--- src/rtl/rowdec_pkg.sv ---
package rowdec_pkg;

    typedef enum logic {
        PH_PRECHARGE = 1'b0,
        PH_EVALUATE  = 1'b1
    } rowdec_phase_e;

endpackage

--- src/rtl/rowdec_predecode.sv ---
module rowdec_predecode #(
    parameter int IN_W = 3
) (
    input  logic [IN_W-1:0]      code,
    output logic [(1<<IN_W)-1:0] line
);
    localparam int LINES = 1 << IN_W;

    // one comparator per line; each line rises for exactly one code
    for (genvar i = 0; i < LINES; i++) begin : g_line
        assign line[i] = (code == IN_W'(i));
    end

endmodule

--- src/rtl/rowdec_combine.sv ---
module rowdec_combine #(
    parameter int LO_N = 8,
    parameter int HI_N = 16
) (
    input  logic                   eval_en,
    input  logic [LO_N-1:0]        lo_line,
    input  logic [HI_N-1:0]        hi_line,
    output logic [LO_N*HI_N-1:0]   wl_n
);
    // each output discharges only when evaluate is on and its two terms meet
    for (genvar h = 0; h < HI_N; h++) begin : g_hi
        for (genvar l = 0; l < LO_N; l++) begin : g_lo
            assign wl_n[h*LO_N + l] = ~(eval_en & lo_line[l] & hi_line[h]);
        end
    end

endmodule

--- src/rtl/rowdec_top.sv ---
module rowdec_top #(
    parameter int ADDR_W  = 14,
    parameter int ROW_LSB = 7,
    parameter int LO_BITS = 3,
    parameter int HI_BITS = 4
) (
    input  logic                                 clk,
    input  logic                                 rst_n,
    input  logic                                 pre_n,
    input  logic [ADDR_W-1:0]                    addr,
    output logic [(1<<(LO_BITS+HI_BITS))-1:0]    wl_n
);
    import rowdec_pkg::*;

    localparam int ROW_BITS = LO_BITS + HI_BITS;
    localparam int LO_N     = 1 << LO_BITS;
    localparam int HI_N     = 1 << HI_BITS;
    localparam int ROWS     = LO_N * HI_N;

    typedef struct packed {
        rowdec_phase_e   phase;
        logic [LO_N-1:0] lo_line;
        logic [HI_N-1:0] hi_line;
    } rowdec_state_t;

    rowdec_state_t state_d, state_q;

    logic [ROW_BITS-1:0] row_field;
    logic [LO_N-1:0]     lo_dec;
    logic [HI_N-1:0]     hi_dec;
    logic                eval_en;
    logic                unused_addr_bits;

    assign row_field        = addr[ROW_LSB +: ROW_BITS];
    assign unused_addr_bits = ^addr;

    rowdec_predecode #(.IN_W(LO_BITS)) i_pre_lo (
        .code (row_field[LO_BITS-1:0]),
        .line (lo_dec)
    );

    rowdec_predecode #(.IN_W(HI_BITS)) i_pre_hi (
        .code (row_field[ROW_BITS-1:LO_BITS]),
        .line (hi_dec)
    );

    always_comb begin
        state_d = state_q;
        if (pre_n) begin
            state_d.phase = PH_EVALUATE;
            if (state_q.phase == PH_PRECHARGE) begin
                state_d.lo_line = lo_dec;
                state_d.hi_line = hi_dec;
            end
        end else begin
            state_d.phase = PH_PRECHARGE;
        end
    end

    always_ff @(posedge clk or negedge rst_n) begin
        if (!rst_n) begin
            state_q <= '0;
        end else begin
            state_q <= state_d;
        end
    end

    assign eval_en = pre_n && (state_q.phase == PH_EVALUATE);

    rowdec_combine #(.LO_N(LO_N), .HI_N(HI_N)) i_combine (
        .eval_en (eval_en),
        .lo_line (state_q.lo_line),
        .hi_line (state_q.hi_line),
        .wl_n    (wl_n)
    );

    AST_PRECHARGE_ALL_HIGH: assert property (@(posedge clk) disable iff (!rst_n) !pre_n |-> (&wl_n));
    AST_EVAL_ONE_LOW: assert property (@(posedge clk) disable iff (!rst_n) (pre_n && state_q.phase == PH_EVALUATE) |-> ($countones(~wl_n) == 1));
    AST_EVAL_HELD: assert property (@(posedge clk) disable iff (!rst_n) (pre_n && state_q.phase == PH_EVALUATE && $past(state_q.phase == PH_EVALUATE)) |-> $stable(wl_n));
    AST_NEW_PRECHARGE_HIGH: assert property (@(posedge clk) disable iff (!rst_n) $fell(pre_n) |-> (&wl_n));
    AST_RELEASE_NOT_EARLY: assert property (@(posedge clk) disable iff (!rst_n) (pre_n && state_q.phase == PH_PRECHARGE) |-> (&wl_n));
    AST_PREDECODE_ONEHOT: assert property (@(posedge clk) disable iff (!rst_n) ($countones(lo_dec) == 1) && ($countones(hi_dec) == 1));

endmodule

--- config.mk ---
export PLATFORM = sky130hd
export DESIGN_NAME = rowdec_top
export DESIGN_NICKNAME = d
export VERILOG_FILES = /design/src/rtl/rowdec_pkg.sv /design/src/rtl/rowdec_predecode.sv /design/src/rtl/rowdec_combine.sv /design/src/rtl/rowdec_top.sv
export SDC_FILE = /design/constraint.sdc
export NUM_CORES = 1
export LEC_CHECK = 0
export BUFFER_PORTS_ARGS = -buffer_cell sky130_fd_sc_hd__buf_2
export CORE_ASPECT_RATIO = 1.75
export CORE_MARGIN = 2
export CORE_UTILIZATION = 30
export CTS_BUF_LIST = sky130_fd_sc_hd__clkbuf_16
export CTS_CLUSTER_SIZE = 16
export DETAILED_ROUTE_END_ITERATION = 6
export PLACE_DENSITY_LB_ADDON = 0.15
export SLEW_MARGIN = 20
export SYNTH_ARGS = -nofsm -noshare
export SYNTH_HDL_FRONTEND = slang
export SYNTH_SLANG_ARGS = --single-unit
--- constraint.sdc ---
create_clock -name clk -period 1.5 [get_ports clk]
set_clock_uncertainty 0.1 [all_clocks]
set_input_delay 0.225 -clock clk [delete_from_list [all_inputs] [get_ports clk]]
set_output_delay 0.225 -clock clk [all_outputs]
set_load 0.01 [all_outputs]
# Word level (Yosys, flattened, before mapping)
# Index checks and enable logic that the tools add are counted.
# Widths: inputs -> output; s select.
# word_totals
wordCells,295
output_inout_bits,128
register_bits,25
inputBits,17
# op_classes
n_mux,1
n_eq_ne,22
n_reduce_logical,4
bitwise_logic,265
# ops
cell,n
$and 1x1->1,136
$not 1->1,129
$eq 4x4->1 const B,8
$eq 4x3->1 const B,4
$eq 3x3->1 const B,4
$eq 4x2->1 const B,2
$eq 3x2->1 const B,2
$eq 4x1->1 const B,1
$logic_not 4->1,1
$eq 3x1->1 const B,1
$logic_not 3->1,1
$reduce_and 2->1,1
$logic_and 1x1->1,1
$mux 1,1

# Logic depth before layout (Yosys ltp)
# Gate-level depths: netlist of run 1.
# logic_depth
word_depth,4
depth_mapped,4

# Cells and area by module
# From an unflattened synthesis of run 1, not the netlist that was laid out.
# hier_totals
hier_cells,256
hier_area_um2,2285.9
# by_module_without_submodules
module,seq_area_each_um2,area_per_inst_um2,cells_each,instances
rowdec_top,625.6,1043.5,54,1
rowdec_combine,0.0,950.9,174,1
rowdec_predecode at i_pre_hi,0.0,226.5,20,1
rowdec_predecode at i_pre_lo,0.0,65.1,8,1

# Worst setup path before layout of run 1
# Ideal clock, no wire load.
# synth_path
path_type,register -> output
startpoint,register state_q[24] (netlist name)
endpoint,output wl_n[0]
path_stages_with_launch,5
required_time_ns,1.175
slack_ns,0.166
arrival_time_ns,1.009
path_cell_list,dfrtp_1 and3_1 clkbuf_2 buf_2 nand2_1
# synth_via
elab_chain_len,4
# synth_lines
item,line,source
from (decl),rowdec_top.sv:26,"rowdec_state_t state_d, state_q;"
from (signal assigned),rowdec_top.sv:64,state_q <= state_d;
$logic_and 1x1->1,rowdec_top.sv:68,assign eval_en = pre_n && (state_q.phase == PH_EVALUATE);
$and 1x1->1 (2 in a row),rowdec_combine.sv:13,assign wl_n[h*LO_N + l] = ~(eval_en & lo_line[l] & hi_line[h]);
$not 1->1,rowdec_combine.sv:13,
to (decl),rowdec_top.sv:11,output logic [(1<<(LO_BITS+HI_BITS))-1:0] wl_n
# No other way between the ends.

# Final worst setup path of run 1
# layout_path
startpoint,register state_q[24] (netlist name)
endpoint,output wl_n[55]
# The elaborated chain is that of the path after synthesis.

==> results of run 1 <==
placed cells by master (no fill, tap or decap), types with 6 or more instances in the layout:
master / n
sky130_fd_sc_hd__and3_4: 8
sky130_fd_sc_hd__a32o_1: 6
sky130_fd_sc_hd__buf_4: 8
sky130_fd_sc_hd__buf_6: 48
sky130_fd_sc_hd__a22o_1: 12
sky130_fd_sc_hd__nand2_4: 13
sky130_fd_sc_hd__nand2_1: 89
sky130_fd_sc_hd__buf_2: 96
sky130_fd_sc_hd__dfrtp_1: 24
sky130_fd_sc_hd__nand2_2: 27
routing by layer:
metal | GRT usage [%] | vias up | wire length, um | part of all wire, %
met5 | 0 | - | 0 | 0
met4 | 3.65 | 0 | 48 | 0.69
met3 | 1.11 | 4 | 263 | 3.8
met2 | 33.5 | 81 | 3970 | 57
met1 | 20.9 | 1025 | 2670 | 38
li1 | - | 1035 | - | -
worst paths after layout:
check / start / end / slack [ns] / cells past startpoint
worst max-delay path: state_q[24] / wl_n[55] / -0.17 / 5
worst min-delay path: addr[7] / state_q[22] / 0.11 / 2
worst max register to register: state_q[24] / state_q[21] / -0.03 / 5
worst min register to register: state_q[22] / state_q[22] / 0.39 / 1
max in group asynchronous: rst_n / state_q[24] / 0.50 / 2
min in group asynchronous: rst_n / state_q[7] / 0.39 / 2
worst register-to-register path: stages, from the launching register on:
cell and delay [ns]:
sky130_fd_sc_hd__dfrtp_2 0.41, sky130_fd_sc_hd__buf_6 0.13, sky130_fd_sc_hd__buf_4 0.13, sky130_fd_sc_hd__nand2b_1 0.21, sky130_fd_sc_hd__buf_4 0.21, sky130_fd_sc_hd__a22o_1 0.23
stage by stage:
step	setup WS, ns	std cells	TNS (ns)	power [uW]
global route	-0.221	445	-24.88	1710
global placement	0.0444	436	0	988
detailed placement	0.0457	436	0	992
finish	-0.169	445	-18.14	1640
floorplan	0.166	245	0	897
CTS	-0.146	442	-15.29	1600
what timing repair did:
action / 4_1_cts / 5_1_grt
resized for setup: 5 / 107
setup endpoints to repair: 128 / 142
endpoints found under the hold margin: 25 / 0
pin swaps: 1 / 11
hold buffers: 1 / 0
cloned: 0 / 2
setup buffers: 1 / 2
layout make-up:
cell class,count,area [um2]
inverter,2,7.51
clock inverter,1,7.51
sequential,25,627
tap,76,95.1
multi-input combinational,179,1140
fill,498,2460
clock buffer,3,75.1
timing repair buffer,159,1220
report_power, final:
part           total, uW  leakage, uW  internal [uW]  switching [uW]
logic                253      0.00102            117             136
clock network        602    0.0000371            362             240
registers            781     0.000338            710            71.4
total               1640      0.00139           1190             447
cells by family (layout without fill, tap and decap cells):
group,Yosys count,in the layout
DFF,25,25
muxes,1,1
buffers and inverters,42,165
AOI/OAI and AO/OA,23,23
and+or+nand+nor,154,155
==> flow_summary.yaml, run 1 <==
status:
  run_status: "finished with violations"
  failed_checks: "negative setup slack"
floorplan:
  dieHeight_um: 105
  die_width_um: 61.8
  initial_core_util_pct: 31.2
  io_pins: 145
  rows: 36
  floorplan.core_area_mm2: 0.00563
  die_area_mm2: 0.00650
timing:
  rsz0062_at_grt: "true"
  setup_ws_ns: -0.169
  fin_hold_ws_ns: 0.106
  final_hold_viol_count: 0
  post_route_clock_period_utilization_pct: 111
  pin_slew_with_the_least_headroom_to_its_limit_ns: 0.571
  finalSetupViolations: 139
  maxSlewViolCount: 0
  tightest_slew_margin_relative_to_the_limit_pct: 61.9
  layout_min_cycle_time_ns: 1.67
  fmaxAchievable_mhz: 599
logic_synthesis:
  syn_area_mm2: 0.00175
  synth-edff-count: 0
  synth_async_reset_ratio_pct: 100
  synthesis.nets: 262
  synth_flop_type: "sky130_fd_sc_hd__dfrtp_1"
  yosys_warnings: 0
  synth.ff_latch_count: 25
  ys_seq_area_share_pct: 35.7
  synth-adder-area-share_pct: 0
  synth_top_area_share_pct: 35.7
  synth-compound-area-share_pct: 11.9
  synth_area_leader_cell: "sky130_fd_sc_hd__dfrtp_1"
  count_of_distinct_cell_types_in_the_synthesized_netlist: 26
  muxShareOfSynthArea_pct: 0.642
  synth_area_leaders: "sky130_fd_sc_hd__dfrtp_1, sky130_fd_sc_hd__nand2_1, sky130_fd_sc_hd__a22o_1"
  synth_top_family_by_area: "simple AND/OR/NAND/NOR gates"
  synthXorXnorAreaFrac_pct: 0
  synthMostInstantiatedCell: "sky130_fd_sc_hd__nand2_1"
  synth.avg_cell_area_um2: 7.16
  synth_cells: 245
  netlist_top_cells_count: "sky130_fd_sc_hd__nand2_1, sky130_fd_sc_hd__dfrtp_1, sky130_fd_sc_hd__buf_1"
  synth-simple-area-share_pct: 40.6
layout:
  reg.largest.list: "state_q: 25 flops"
  antenna_cells: 0
  layout.cell_area.non_filler_mm2: 0.00317
  nets: 387
  drive_above_1_share_pct: 59.6
  largest_register_ffs: 25
  most_flops_register: "state_q"
  area.growth.synth_to_final_pct: 80.9
  fin_util_pct: 56.4
worst_setup_path:
  arrival_ns: 1.34
  criticalPathCategory: "flop to output pin"
  cp.required_ns: 1.17
  setup.worst_path.start_class: "flop"
  cp-end-kind: "output pin"
  critPathTopFamily: "buffers and inverters"
  cpMaxStageDelayCell: "sky130_fd_sc_hd__dfrtp_2"
  cp_slowest_stage_delay_ns: 0.36
  timing.critical_path.cells: "buf_6 > and3_4 > clkbuf_16 > nand2_4 > buf_6"
  cp_common_cell: "sky130_fd_sc_hd__buf_6"
  crit_path_max_fanout: 8
  cp_num_buf_inv: 3
global_routing:
  grt_pass1_wl_mm: 8.89
  largest_net_degree_at_the_start_of_global_routing: 26
  globalRouteTotalUtil_pct: 17.8
  grt_antenna_before_repair: 0
  overflow: 0
  vias_in_the_first_global_route: 1697
clocking:
  clk_path_buf_depth: 2
  clock_insertion_delay_worst_skew_ns: 0.26
  clk_pin_slew_worst_paths_ns: 0.07
  cts-root-buf: "sky130_fd_sc_hd__clkbuf_16"
  clock_tree.htree_level_count: 1
  tritoncts: "built"
  cts_sinks: 25
  cts_buffers: 3
drt:
  route.detailed.vias_per_inst: 4.82
  detail_route.iter0.violations: 123
  drt_drc_violations_left: 0
  wl_per_cell_um: 15.6
  final_antenna_net_count: 0
  wirelength_mm: 6.95
  routed-via-count: 2145
  total_iterations_of_the_first_detailed_routing_run: 4
power:
  vdd.ir_drop.worst_mv: 0.576
  static-leakage-power_uw: 0.00139
  cellPowerDensity_mw_per_mm2: 515
place:
  dp.final_hpwl_mm: 4.73
  buffer_ports.inserted: 137
  dpl_cell_area_mm2: 0.00256
  place.gp.congestion: 0.760
job:
  drv_cap: 0
hold_path:
  min-delay-path-class: "primary input to flop"
(Power assumes the default switching activity.)
==> run 2: changes to the inputs <==
--- a/config.mk
+++ b/config.mk
@@ -13,6 +13,7 @@
 export CTS_CLUSTER_SIZE = 16
 export DETAILED_ROUTE_END_ITERATION = 6
 export PLACE_DENSITY_LB_ADDON = 0.15
+export REMOVE_ABC_BUFFERS = 1
 export SLEW_MARGIN = 20
 export SYNTH_ARGS = -nofsm -noshare
 export SYNTH_HDL_FRONTEND = slang
==> run 2 against run 1 <==
Net effect:
- the flow still finishes with violations (negative setup slack)
- design area is 17% lower
- hold slack worse by 0.0017 ns
- power is 4.8% lower
- critical path depth is 1 lower
- largest cell class is now multi-input gates
==> flow_summary.yaml, run 2 (synthesized netlist as in run 1, its figures left out) <==
hold_path:
  min-delay-path-class: "primary input to flop"
  hold_depth: 2
  hold_start: "addr[7]"
  min_delay_worst_endpoint: "state_q[22]"
drt:
  wl_met1_mm: 2.42
  final_antenna_net_count: 0
  wirelength_mm: 6.28
  total_iterations_of_the_first_detailed_routing_run: 5
  wl_met2_mm: 3.58
  wl_per_cell_um: 14.2
  top_layer_used: "met4"
  wl_met3_um: 215
  route.detailed.vias_per_inst: 4.72
  drt_drc_violations_left: 0
  routed-via-count: 2087
  detail_route.iter0.violations: 127
place:
  place.gp.congestion: 0.703
  buffer_ports.inserted: 137
  placed_insts: 436
  dpl_cell_area_mm2: 0.00254
  dp_slack_ns: 0.0505
  dp.final_hpwl_mm: 4.78
layout:
  drive_above_1_share_pct: 45.9
  mostFrequentLayoutCells: "sky130_fd_sc_hd__buf_2, sky130_fd_sc_hd__nand2_1, sky130_fd_sc_hd__dfrtp_1"
  final_common_cell: "sky130_fd_sc_hd__buf_2"
  area.growth.synth_to_final_pct: 51.0
  largest_register_ffs: 25
  layout.cell_area.non_filler_mm2: 0.00265
  most_flops_register: "state_q"
  finish.cell_count_without_fillers: 442
  reg.largest.list: "state_q: 25 flops"
  antenna_cells: 0
  nets: 384
  layout.filler_cells: 590
global_routing:
  largest_net_degree_at_the_start_of_global_routing: 26
  grt_antenna_before_repair: 0
  grt_pass1_wl_mm: 8.89
  vias_in_the_first_global_route: 1686
  overflow: 0
  globalRouteTotalUtil_pct: 18.5
power:
  total_power_uw: 1560
  static-leakage-power_uw: 0.00101
  cellPowerDensity_mw_per_mm2: 588
  vdd.ir_drop.worst_mv: 0.335
clocking:
  cts-root-buf: "sky130_fd_sc_hd__clkbuf_16"
  clock_insertion_delay_worst_skew_ns: 0.25
  tritoncts: "built"
  clk_path_buf_depth: 2
  cts_buffers: 3
  cts_sinks: 25
  clk_pin_slew_worst_paths_ns: 0.06
  clock_tree.htree_level_count: 1
floorplan:
  dieHeight_um: 105
  rows: 36
  die_area_mm2: 0.00650
  io_pins: 145
  initial_core_util_pct: 31.2
  floorplan.core_area_mm2: 0.00563
  die_width_um: 61.8
status:
  failed_checks: "negative setup slack"
  run_status: "finished with violations"
timing:
  tightest_slew_margin_relative_to_the_limit_pct: 63.5
  layout_min_cycle_time_ns: 1.62
  post_route_clock_period_utilization_pct: 108
  final_hold_viol_count: 0
  setup_total_negative_slack_ns: -12.25
  finalSetupViolations: 128
  pin_slew_with_the_least_headroom_to_its_limit_ns: 0.547
  setup_ws_ns: -0.116
  fmaxAchievable_mhz: 619
  maxSlewViolCount: 0
  rsz0062_at_grt: "true"
worst_setup_path:
  crit_path_max_fanout: 16
  criticalPathCategory: "flop to output pin"
  rr_startpoint: "state_q[24]"
  cp.required_ns: 1.17
  cp-end-kind: "output pin"
  timing.reg2reg.worst_path_depth: 4
  timing.rr.end: "state_q[0]"
  arrival_ns: 1.29
  timing.reg2reg.setup_slack_ns: 0.04
  critical_path.startpoint: "state_q[24]"
  setup.worst_path.start_class: "flop"
job:
  drv_cap: 0
-- run 2: worst max-delay path, cell delays in order, from the launching register on --
cell	delay, ns
sky130_fd_sc_hd__dfrtp_2	0.43
sky130_fd_sc_hd__and3_1	0.22
sky130_fd_sc_hd__buf_12	0.16
sky130_fd_sc_hd__nand2_1	0.06
sky130_fd_sc_hd__buf_2	0.15
-- run 2: layout make-up --
class / count / area, um2 / share of cell area [%]
timing repair buffer: 157 / 908 / 34.3
multi-input combinational: 178 / 932 / 35.2
sequential: 25 / 627 / 23.7
tap: 76 / 95.1 / 3.59
clock buffer: 3 / 75.1 / 2.83
clock inverter: 1 / 3.75 / 0.142
inverter: 2 / 7.51 / 0.283
-- run 2: metrics by stage --
step | utilization, % | hold WS (ns)
6_report | 47.0 | 0.104
3_5_place_dp | 45.2 | 0.152
5_1_grt | 47.0 | 0.118
2_1_floorplan | - | -0.171
3_3_place_gp | 45.2 | 0.141
4_1_cts | 47.0 | 0.106
-- run 2: worst max path at each step --
stage	to	slack, ns	cells after the start
after floorplan	state_q[5]	-0.22	2
after global placement	wl_n[118]	0.07	4
after detailed placement	wl_n[34]	0.05	4
after CTS	wl_n[48]	-0.12	4
after global routing	wl_n[76]	-0.18	4
final	wl_n[34]	-0.12	4
-- run 2: metal layers --
metal / global-route usage (%) / vias up
met4: 5.78 / 0
met1: 21.2 / 991
li1: - / 1023
met5: 0 / -
met3: 1.49 / 4
met2: 33.9 / 69
-- run 2: where the power goes --
part           leakage (uW)  total, uW  internal, uW  switching (uW)
combinational      0.000629        215          98.3             117
clock             0.0000423        575           356             219
sequential         0.000338        767           710            56.2
total               0.00101       1560          1160             393
-- run 2: timing repair --
action,in CTS,in global routing
endpoints found under the hold margin,25,0
setup endpoints to repair,128,138
setup buffers,1,0
resized for setup,2,1
hold buffers,1,0
